==> config.mk <==
export PLATFORM = sky130hd
export DESIGN_NAME = phyRegAccess
export DESIGN_NICKNAME = d
export VERILOG_FILES = /design/src/rtl/phyRegPkg.sv /design/src/rtl/phyRegCtrl.sv /design/src/rtl/phyRegDatapath.sv /design/src/rtl/phyRegAccess.sv
export SDC_FILE = /design/constraint.sdc
export NUM_CORES = 1
export LEC_CHECK = 0
export BUFFER_PORTS_ARGS = -buffer_cell sky130_fd_sc_hd__buf_2
export CAP_MARGIN = 25
export CORE_AREA = 2 2 50 70
export DETAILED_ROUTE_END_ITERATION = 7
export DIE_AREA = 0 0 52 72
export PLACE_DENSITY = 0.83
export RECOVER_POWER = 25
export SYNTH_ARGS = -nofsm -noshare
export SYNTH_HDL_FRONTEND = slang
export SYNTH_SLANG_ARGS = --single-unit
==> constraint.sdc <==
create_clock -name clk -period 2.8 [get_ports clk]
set_input_delay 0.14 -clock clk [delete_from_list [all_inputs] [get_ports clk]]
set_output_delay 0.14 -clock clk [all_outputs]
set_load 0.02 [all_outputs]
==> src/rtl/phyRegPkg.sv <==
package phyRegPkg;
  parameter int WORD_W = 32;
  parameter int ADDR_W = 4;
  parameter int DATA_W = 8;

  localparam int DONE_BIT = 31;
  localparam int RXA_LSB  = 24;
  localparam int RXD_LSB  = 16;
  localparam int RD_BIT   = 15;
  localparam int WR_BIT   = 14;
  localparam int TXA_LSB  = 8;
  localparam int TXD_LSB  = 0;

  typedef struct packed {
    logic loadFields;
    logic newReq;
    logic capture;
  } ctrlStrobe_t;
endpackage

==> src/rtl/phyRegCtrl.sv <==
module phyRegCtrl
  import phyRegPkg::*;
(
  input  logic        clk,
  input  logic        rstN,
  input  logic        cfgWrEn,
  input  logic        reqWrBit,
  input  logic        reqRdBit,
  input  logic        phyReqReady,
  input  logic        phyRspValid,
  output logic        rdPend,
  output logic        wrPend,
  output ctrlStrobe_t strobe
);
  logic busy, accept, wantWr, wantRd, issue;

  assign busy   = rdPend | wrPend;
  assign accept = cfgWrEn & ~busy;
  // write has priority; a read requested alongside it is dropped
  assign wantWr = accept & reqWrBit;
  assign wantRd = accept & reqRdBit & ~reqWrBit;
  assign issue  = busy & phyReqReady;

  always_ff @(posedge clk) begin
    if (!rstN) begin
      rdPend <= 1'b0;
      wrPend <= 1'b0;
    end else if (issue) begin
      rdPend <= 1'b0;
      wrPend <= 1'b0;
    end else begin
      if (wantWr) wrPend <= 1'b1;
      if (wantRd) rdPend <= 1'b1;
    end
  end

  always_comb begin
    strobe.loadFields = accept;
    strobe.newReq     = wantWr | wantRd;
    strobe.capture    = phyRspValid;
  end
endmodule

==> src/rtl/phyRegDatapath.sv <==
module phyRegDatapath
  import phyRegPkg::*;
(
  input  logic              clk,
  input  logic              rstN,
  input  ctrlStrobe_t       strobe,
  input  logic [ADDR_W-1:0] txAddrIn,
  input  logic [DATA_W-1:0] txDataIn,
  input  logic [ADDR_W-1:0] rxAddrIn,
  input  logic [DATA_W-1:0] rxDataIn,
  output logic [ADDR_W-1:0] txAddr,
  output logic [DATA_W-1:0] txData,
  output logic [ADDR_W-1:0] rxAddr,
  output logic [DATA_W-1:0] rxData,
  output logic              doneFlag,
  output logic              rcvdPulse
);
  always_ff @(posedge clk) begin
    if (!rstN) begin
      txAddr    <= '0;
      txData    <= '0;
      rxAddr    <= '0;
      rxData    <= '0;
      doneFlag  <= 1'b0;
      rcvdPulse <= 1'b0;
    end else begin
      if (strobe.loadFields) begin
        txAddr <= txAddrIn;
        txData <= txDataIn;
      end
      if (strobe.capture) begin
        rxAddr <= rxAddrIn;
        rxData <= rxDataIn;
      end
      // arrival outranks the clear from a new request
      if (strobe.capture)     doneFlag <= 1'b1;
      else if (strobe.newReq) doneFlag <= 1'b0;
      rcvdPulse <= strobe.capture;
    end
  end
endmodule

==> src/rtl/phyRegAccess.sv <==
module phyRegAccess
  import phyRegPkg::*;
(
  input  logic              clk,
  input  logic              rstN,
  input  logic              cfgWrEn,
  input  logic [WORD_W-1:0] cfgWrData,
  output logic [WORD_W-1:0] ctrlRead,
  output logic              phyReqValid,
  input  logic              phyReqReady,
  output logic              phyReqWrite,
  output logic [ADDR_W-1:0] phyReqAddr,
  output logic [DATA_W-1:0] phyReqData,
  input  logic              phyRspValid,
  input  logic [ADDR_W-1:0] phyRspAddr,
  input  logic [DATA_W-1:0] phyRspData,
  output logic              regRcvdEvent
);
  ctrlStrobe_t       strobe;
  logic              rdPend, wrPend, doneFlag;
  logic [ADDR_W-1:0] txAddr, rxAddr;
  logic [DATA_W-1:0] txData, rxData;
  logic              unusedBits;

  assign unusedBits = ^{cfgWrData[WORD_W-1:RXD_LSB], cfgWrData[WR_BIT-1:TXA_LSB+ADDR_W]};

  phyRegCtrl u_ctrl (
    .clk(clk), .rstN(rstN), .cfgWrEn(cfgWrEn),
    .reqWrBit(cfgWrData[WR_BIT]), .reqRdBit(cfgWrData[RD_BIT]),
    .phyReqReady(phyReqReady), .phyRspValid(phyRspValid),
    .rdPend(rdPend), .wrPend(wrPend), .strobe(strobe)
  );

  phyRegDatapath u_dp (
    .clk(clk), .rstN(rstN), .strobe(strobe),
    .txAddrIn(cfgWrData[TXA_LSB +: ADDR_W]),
    .txDataIn(cfgWrData[TXD_LSB +: DATA_W]),
    .rxAddrIn(phyRspAddr), .rxDataIn(phyRspData),
    .txAddr(txAddr), .txData(txData),
    .rxAddr(rxAddr), .rxData(rxData),
    .doneFlag(doneFlag), .rcvdPulse(regRcvdEvent)
  );

  always_comb begin
    ctrlRead                    = '0;
    ctrlRead[DONE_BIT]          = doneFlag;
    ctrlRead[RXA_LSB +: ADDR_W] = rxAddr;
    ctrlRead[RXD_LSB +: DATA_W] = rxData;
    ctrlRead[RD_BIT]            = rdPend;
    ctrlRead[WR_BIT]            = wrPend;
    ctrlRead[TXA_LSB +: ADDR_W] = txAddr;
    ctrlRead[TXD_LSB +: DATA_W] = txData;
  end

  assign phyReqValid = rdPend | wrPend;
  assign phyReqWrite = wrPend;
  assign phyReqAddr  = txAddr;
  assign phyReqData  = txData;
endmodule

==> results.ini, run 1 <==
[synth]
yosys-top-cells-area = dfxtp_1, mux2i_1, buf_4
yosysUniqueCellTypes = 17
syn-cell-area_um2 = 1260
synth.avg_cell_area_um2 = 9.85
synthCells = 128
yosysWarningCount = 0
synthArstFlopShare = 0
seq_area_frac_synth = 0.444
yosys.area.top_type = dfxtp_1
synth-edff-count = 0
synth-seq-cells = 28
synth_top_area_frac = 0.444
ys.flop_type = dfxtp_1

[final_layout]
n_fill_cell = 310
regArea_um2 = 561
antenna_cells = 0
multi_input_area_um2 = 522
drive_gt1_frac = 0.409
area_delta_synth_final_pct = 22.1
fin_nets = 231
final_cells = 220

[floorplan]
fp.coreArea_um2 = 3090
ios = 96
die_area_um2 = 3740
row_count = 24
fp.dieH_um = 72
initial_core_util = 0.408
die_w_um = 52

[sta]
tightest_slew_ps = 1570
fin_crit_ps = 1420
drv_slew = 43
setup_violations = 0
max_freq_mhz = 704
post-route-period-util = 0.508
setup-tns-final_ps = 0
hold_violations = 0
fin_hold_ws_ps = 108
rsz0062_at_grt = false
slew_headroom = -0.0486
finClkSkew_ps = 5.17

[place]
dpl.hpwl_mm = 1.88
io_buffers = 72
place_congestion = 0.662
dp_cells = 216

[clocking]
postCtsSetupBuffers = 0
cts_tree = yes
cts_resized = 0
clk_latency_ps = 270
cts_buffers = 3
clockRootBuffer = clkbuf_8
h-tree-depth = 1
clk_pin_slew_ps = 90
cts-hold-fix-buffers = 0
clockBufferDepth = 2
clock_sinks = 28

[setup_path]
crit_fanout = 42
path_class = input pin to register
end_kind = register
cp.arrival_ps = 1630
crit_chain = clkbuf_1, o221a_1
cp_data_required_time_ps = 3010
cp_top_family = buffers and inverters
critPathSlowestCell = clkbuf_1
worst_setup_path_start_kind = input pin
critPathBufInv = 1
slowest_delay_ps = 1110

[detailed_routing]
vias = 985
wire_per_inst_um = 11.2
routed_wl_mm = 2.47
drc = 0
drt-vias-per-instance = 4.48
drtPass1Iterations = 2
drt_iter0_drc = 6
ant_nets = 0

[global_route]
antenna_found_initial = 0
grt_max_degree = 43
grt-ovfl-total = 0
grt_usage = 0.126
grt_pass1_vias = 877
grt_pass1_wl_mm = 3.65

[pwr]
p_leak_nw = 0.815
total_power_w = 0.000865
peakVddDrop_uv = 295
p_per_area_nw_per_um2 = 562

[run_status]
violations = capacitance limit, slew limit
status = complete, but fails checks

[flow_run]
maxCapViolCount = 1

[min_path]
hp-class = input pin to register

-- state kept, by name (all words and copies together) (netlist names) --
name	flops
u_dp.rxData	8
u_dp.txData	8
u_dp.rxAddr	4
u_dp.txAddr	4
u_ctrl.rdPend	1
u_ctrl.wrPend	1
u_dp.doneFlag	1
u_dp.rcvdPulse	1
-- cell usage after synthesis (2+ instances only) --
master and number:
dfxtp_1 28, nand2_1 25, mux2i_1 24, buf_4 22
nor2b_1 12, nand3b_1 3, buf_2 2, clkbuf_1 2
o21ai_0 2
-- worst reg2reg max path: stages, from the launching register on --
cell and delay (ps):
dfxtp_1 370, nor3b_4 700, mux2i_1 280
-- layout by cell type, fill, tap and decap left out, drive strengths merged --
master   n
and2     1
buf     67
clkbuf   9
conb     5
dfxtp   28
mux2i   24
nand2   25
nand3b   3
nor2b   12
nor3b    1
o21ai    2
o21bai   1
o221a    1
or2      1
or3b     1
-- power breakdown --
part           switching (W)  internal [W]  total [W]
sequential         0.0000167      0.000424   0.000441
clock               0.000115      0.000126   0.000240
combinational       0.000110     0.0000736   0.000184
total               0.000242      0.000624   0.000865
-- layer usage --
metal  track usage  share of wire  wire length [um]  up-vias
met5             0              0                 0        -
li1              -              -                 -      495
met1         0.134           0.40               984      440
met4        0.0263              0                 0        0
met2         0.245           0.51              1260       50
met3        0.0288          0.091               224        0
-- worst paths after layout --
check        slack, ps        endpoint            from  depth (start not counted)
max               1380   u_dp.doneFlag            rstN                          2
max reg2reg       1400  u_dp.txData[3]   u_ctrl.rdPend                          2
min                110  u_dp.txAddr[0]    cfgWrData[8]                          3
min reg2reg        470  u_dp.txData[2]  u_dp.txData[2]                          2
-- logic make-up (layout without fill, tap and decap cells) --
group / after synthesis / after routing / share of synthesized area
buffers and inverters: 27 / 76 / 0.154
AND/OR/NAND/NOR: 44 / 44 / 0.186
flip-flops: 28 / 28 / 0.444
multiplexers: 24 / 24 / 0.190
other: 1 / 5 / 0.00297
AO/OA/AOI/OAI: 4 / 4 / 0.0228
-- metrics by stage --
stage | area (um^2) | setup slack, ps | utilization
final | 1540 | 1380 | 0.498
after global routing | 1540 | 1180 | 0.498
after CTS | 1550 | 1370 | 0.500
after detailed placement | 1490 | 1390 | 0.482
after global placement | 1490 | 1430 | 0.482
after floorplan | 1280 | 1660 | -
-- layout make-up --
cell class / count / area share
clock buffer: 4 / 0.0357
multi-input combinational: 77 / 0.339
sequential: 28 / 0.364
tap: 39 / 0.0317
timing repair buffer: 72 / 0.230
Power figures use the tool's default switching activity.
==> run 2, diff against run 1 <==
CORE_AREA = 2 2 54 77   (was 2 2 50 70)
DIE_AREA = 0 0 56 79   (was 0 0 52 72)
PLACE_DENSITY = 0.74   (was 0.83)
clock period = 1.2 ns   (was 2.8 ns; I/O delays follow)
==> results.ini, run 2 (synthesis gave the netlist of run 1 again) <==
[sta]
hold_violations = 0  ; unchanged
setup-tns-final_ps = 0  ; unchanged
tightest_slew_ps = 828  ; -745 ps
post-route-period-util = 0.954
slew_headroom = 0.448  ; +0.496
setup_violations = 0  ; unchanged
finClkSkew_ps = 1.60  ; -3.57 ps
rsz0062_at_grt = false
fin_crit_ps = 1150
fin_hold_ws_ps = 29.2  ; -79.2 ps
max_freq_mhz = 873
drv_slew = 0  ; -100%

[floorplan]
die_w_um = 56  ; +7.7%
die_area_um2 = 4420  ; +18%
fp.dieH_um = 79  ; +9.7%
row_count = 27  ; +13%
initial_core_util = 0.333  ; -0.0744
fp.coreArea_um2 = 3780  ; +22%
ios = 96  ; unchanged

[final_layout]
final_common_cell = buf_2
fin_nets = 233  ; +0.87%
reg_top3 = u_dp.rxData: 8 flops, u_dp.txData: 8 flops
most-common-layout-cells = buf_2, dfxtp_1, nand2_1
n_fill_cell = 406  ; +31%
antenna_cells = 0  ; unchanged
multi_input_area_um2 = 522  ; unchanged
drive_gt1_frac = 0.412  ; +0.00325
regArea_um2 = 561  ; unchanged
area_delta_synth_final_pct = 24.6

[global_route]
grt-ovfl-total = 0  ; unchanged
grt_pass1_wl_mm = 3.80  ; +4.0%
grt_usage = 0.106  ; -0.0203
grt_pass1_vias = 902  ; +2.9%
antenna_found_initial = 0  ; unchanged
grt_max_degree = 23  ; -47%

[min_path]
hp-class = input pin to register
hold_depth = 3  ; unchanged

[detailed_routing]
drt_iter0_drc = 30  ; +24
drtPass1Iterations = 2  ; unchanged
wire_per_inst_um = 10.7  ; -4.4%
drt-vias-per-instance = 4.38  ; -2.1%
ant_nets = 0  ; unchanged
vias = 986  ; +0.10%
routed_wl_mm = 2.42  ; -2.3%
drc = 0  ; unchanged

[pwr]
combinationalPowerShare = 0.227  ; +0.014
p_per_area_nw_per_um2 = 1250  ; +120%
p_sw_frac = 0.287  ; +0.00753
pwr-share-seq = 0.523  ; +0.013
p_int_w = 0.00140  ; +120%
peakVddDrop_uv = 466  ; +58%
p_sw_w = 0.000564  ; +130%
p_clk_frac = 0.250  ; -0.028
p_leak_nw = 0.826  ; +1.4%

[place]
dpl.hpwl_mm = 1.81  ; -3.6%
place_congestion = 0.681  ; +2.9%
io_buffers = 72  ; unchanged

[clocking]
clk_latency_ps = 260  ; about the same
clk_pin_slew_ps = 90  ; about the same
h-tree-depth = 1  ; unchanged
cts_buffers = 3  ; unchanged
clockRootBuffer = clkbuf_8
cts_resized = 0  ; unchanged
clock_sinks = 28  ; unchanged
cts_tree = yes
postCtsSetupBuffers = 0  ; unchanged
clockBufferDepth = 2  ; unchanged
cts-hold-fix-buffers = 0  ; unchanged

[setup_path]
path_class = register to primary output
crit_fanout = 6  ; -86%
worst_setup_path_start_kind = register
end_kind = primary output
cp.arrival_ps = 1090  ; -540 ps
rr_worst_depth = 2  ; unchanged
cp_data_required_time_ps = 1140  ; -1870 ps

[flow_run]
maxCapViolCount = 0  ; -1

[run_status]
status = finished clean

[run 2: cell type report]
type                    instances  area share
flip-flops and latches         28       0.357
multi-input cells              77       0.332
repair buffers                 74       0.251
well taps                      43      0.0342
clock buffers                   3      0.0263
[run 2: layer usage]
metal	vias to the layer above	GRT usage	routed length [um]
met2	41	0.204	1300
li1	498	-	-
met5	-	0	0
met1	445	0.111	937
met3	2	0.0195	157
met4	0	0.0429	16
[run 2: metrics by stage]
stage | worst slack (ps) | utilization | instances | instance area, um^2 | total power, W
CTS | 29.1 | 0.417 | 225 | 1580 | 0.00202
finish | 54.8 | 0.415 | 225 | 1570 | 0.00197
global placement | 113 | 0.406 | 222 | 1540 | 0.00150
global route | 6.06 | 0.415 | 225 | 1570 | 0.00209
floorplan | 56.3 | - | 132 | 1280 | 0.00139
detailed placement | 99.7 | 0.406 | 222 | 1540 | 0.00151
[run 2: final timing paths]
path,slack (ps),end,start
worst max-delay path,50,phyReqValid,u_ctrl.wrPend
worst min-delay path,30,u_dp.txData[2],cfgWrData[2]
worst max register to register,90,u_dp.doneFlag,u_ctrl.rdPend
worst min register to register,470,u_dp.txData[7],u_dp.txData[7]
[run 2: critical path, cell delays in order, from the launching register on]
cell	delay, ps
dfxtp_1	380
or2_2	290
buf_2	160
[run 2: power by group through the flow]
stage	registers, W	logic, W	clock network [W]
after detailed placement	0.00105	0.000457	0
after floorplan	0.00112	0.000273	0
after global routing	0.00104	0.000484	0.000573
final	0.00103	0.000446	0.000492
after CTS	0.00103	0.000457	0.000539
after global placement	0.00105	0.000449	0
==> run 3, diff against run 2 <==
CORE_AREA = 2 2 50 70   (was 2 2 54 77)
DIE_AREA = 0 0 52 72   (was 0 0 56 79)
PLACE_DENSITY = 0.83   (was 0.74)
REMOVE_ABC_BUFFERS = 1   (was unset)
clock period = 1.5 ns   (was 1.2 ns; I/O delays follow)
==> results.ini, run 3 (synthesis gave the netlist of run 1 again) <==
[floorplan]
fp.dieH_um = 72  ; -8.9%
die_w_um = 52  ; -7.1%
die_area_um2 = 3740  ; -15%
row_count = 24  ; -11%
initial_core_util = 0.408  ; +0.0744
fp.coreArea_um2 = 3090  ; -18%
ios = 96  ; unchanged

[clocking]
cts-hold-fix-buffers = 0  ; unchanged
cts_buffers = 3  ; unchanged
clockBufferDepth = 2  ; unchanged
clockRootBuffer = clkbuf_8
h-tree-depth = 1  ; unchanged
clk_pin_slew_ps = 90  ; about the same
clk_latency_ps = 260  ; about the same
clock_sinks = 28  ; unchanged
postCtsSetupBuffers = 0  ; unchanged
cts_tree = yes
cts_resized = 0  ; unchanged

[pwr]
peakVddDrop_uv = 496  ; +6.4%
p_sw_w = 0.000442  ; -22%
combinationalPowerShare = 0.223  ; -0.004
p_int_w = 0.00111  ; -21%
p_per_area_nw_per_um2 = 1010  ; -19%
p_sw_frac = 0.284  ; -0.00232
pwr-share-seq = 0.529  ; +0.006
p_clk_frac = 0.248  ; -0.002
p_leak_nw = 0.815  ; -1.3%

[place]
dp_slack_ps = 394  ; +295 ps
dpl.hpwl_mm = 1.84  ; +1.9%
place_congestion = 0.761  ; +12%
io_buffers = 72  ; unchanged

[setup_path]
end_kind = primary output
cp_data_required_time_ps = 1420  ; +280 ps
crit_fanout = 6  ; unchanged
worst_setup_path_start_kind = register
cp.arrival_ps = 1090  ; about the same
path_class = register to primary output

[detailed_routing]
wire_per_inst_um = 10.7  ; -0.40%
drtPass1Iterations = 2  ; unchanged
drc = 0  ; unchanged
ant_nets = 0  ; unchanged
drt-vias-per-instance = 4.46  ; +1.9%
vias = 982  ; -0.41%
routed_wl_mm = 2.35  ; -2.6%
drt_iter0_drc = 9  ; -70%

[sta]
rsz0062_at_grt = false
tightest_slew_ps = 694  ; -134 ps
setup_violations = 0  ; unchanged
setup-tns-final_ps = 0  ; unchanged
drv_slew = 0  ; unchanged
layout_setup_ws_ps = 331  ; +276 ps
finClkSkew_ps = 3.20  ; +1.60 ps
post-route-period-util = 0.780
fin_crit_ps = 1170
slew_headroom = 0.537  ; +0.0895
hold_violations = 0  ; unchanged
max_freq_mhz = 855

[global_route]
antenna_found_initial = 0  ; unchanged
grt_pass1_wl_mm = 3.62  ; -4.7%
grt-ovfl-total = 0  ; unchanged
grt_pass1_vias = 878  ; -2.7%
grt_max_degree = 43  ; +87%
grt_usage = 0.124  ; +0.0175

[final_layout]
area_delta_synth_final_pct = 21.7
reg_top3 = u_dp.rxData: 8 flops, u_dp.txData: 8 flops
antenna_cells = 0  ; unchanged
drive_gt1_frac = 0.414  ; +0.00228
most-common-layout-cells = buf_2, dfxtp_1, nand2_1
fin_nets = 232  ; -0.43%
final_common_cell = buf_2
multi_input_area_um2 = 522  ; unchanged
n_fill_cell = 321  ; -21%
regArea_um2 = 561  ; unchanged

[flow_run]
maxCapViolCount = 0  ; unchanged

[min_path]
hp-class = input pin to register

[run_status]
status = finished clean

## run 3: cell count changes in the layout (fill, tap and decap cells not counted)
cell | previous run | this run
clkbuf_2 | 0 | 1
buf_12 | 2 | 0
buf_4 | 0 | 1
clkbuf_1 | 5 | 4
## run 3: area by class of cell
| type | instances | share of cell area |
|---|---|---|
| clock buffers | 3 | 0.0269 |
| multi-input cells | 77 | 0.340 |
| flip-flops and latches | 28 | 0.365 |
| well taps | 39 | 0.0318 |
| repair buffers | 73 | 0.236 |
## run 3: path summary, 6_finish.rpt
path / from / to / slack, ps / cells after the start
min: cfgWrData[8] / u_dp.txAddr[0] / 50 / 3
min reg2reg: u_dp.txData[7] / u_dp.txData[7] / 470 / 2
max: u_ctrl.wrPend / phyReqValid / 330 / 2
max reg2reg: u_ctrl.wrPend / u_dp.doneFlag / 390 / 2
## run 3: power groups by stage
stage / Sequential, W / Clock [W] / Combinational, W
5_1_grt: 0.000829 / 0.000428 / 0.000374
2_1_floorplan: 0.000933 / 0 / 0.000107
3_5_place_dp: 0.000839 / 0 / 0.000352
6_report: 0.000821 / 0.000386 / 0.000346
4_1_cts: 0.000822 / 0.000410 / 0.000352
3_3_place_gp: 0.000837 / 0 / 0.000346
## run 3: critical path, cell delays in order (launching register included)
cell	delay [ps]
dfxtp_1	380
or2_2	290
buf_2	160
## run 3: layer usage
metal / vias to the layer above / routed length (um) / global-route usage
met5: - / 0 / 0
met2: 49 / 1220 / 0.235
met3: 2 / 220 / 0.0226
met1: 439 / 894 / 0.128
li1: 492 / - / -
met4: 0 / 17 / 0.0497
## run 3: stage by stage
step	area [um^2]	utilization	std cells	hold WS, ps	power (W)
2_1_floorplan	1080	-	105	197	0.00104
3_3_place_gp	1500	0.485	217	322	0.00118
3_5_place_dp	1500	0.485	217	332	0.00119
4_1_cts	1540	0.498	220	39.9	0.00158
5_1_grt	1540	0.496	220	41.3	0.00163
6_report	1540	0.496	220	45.8	0.00155
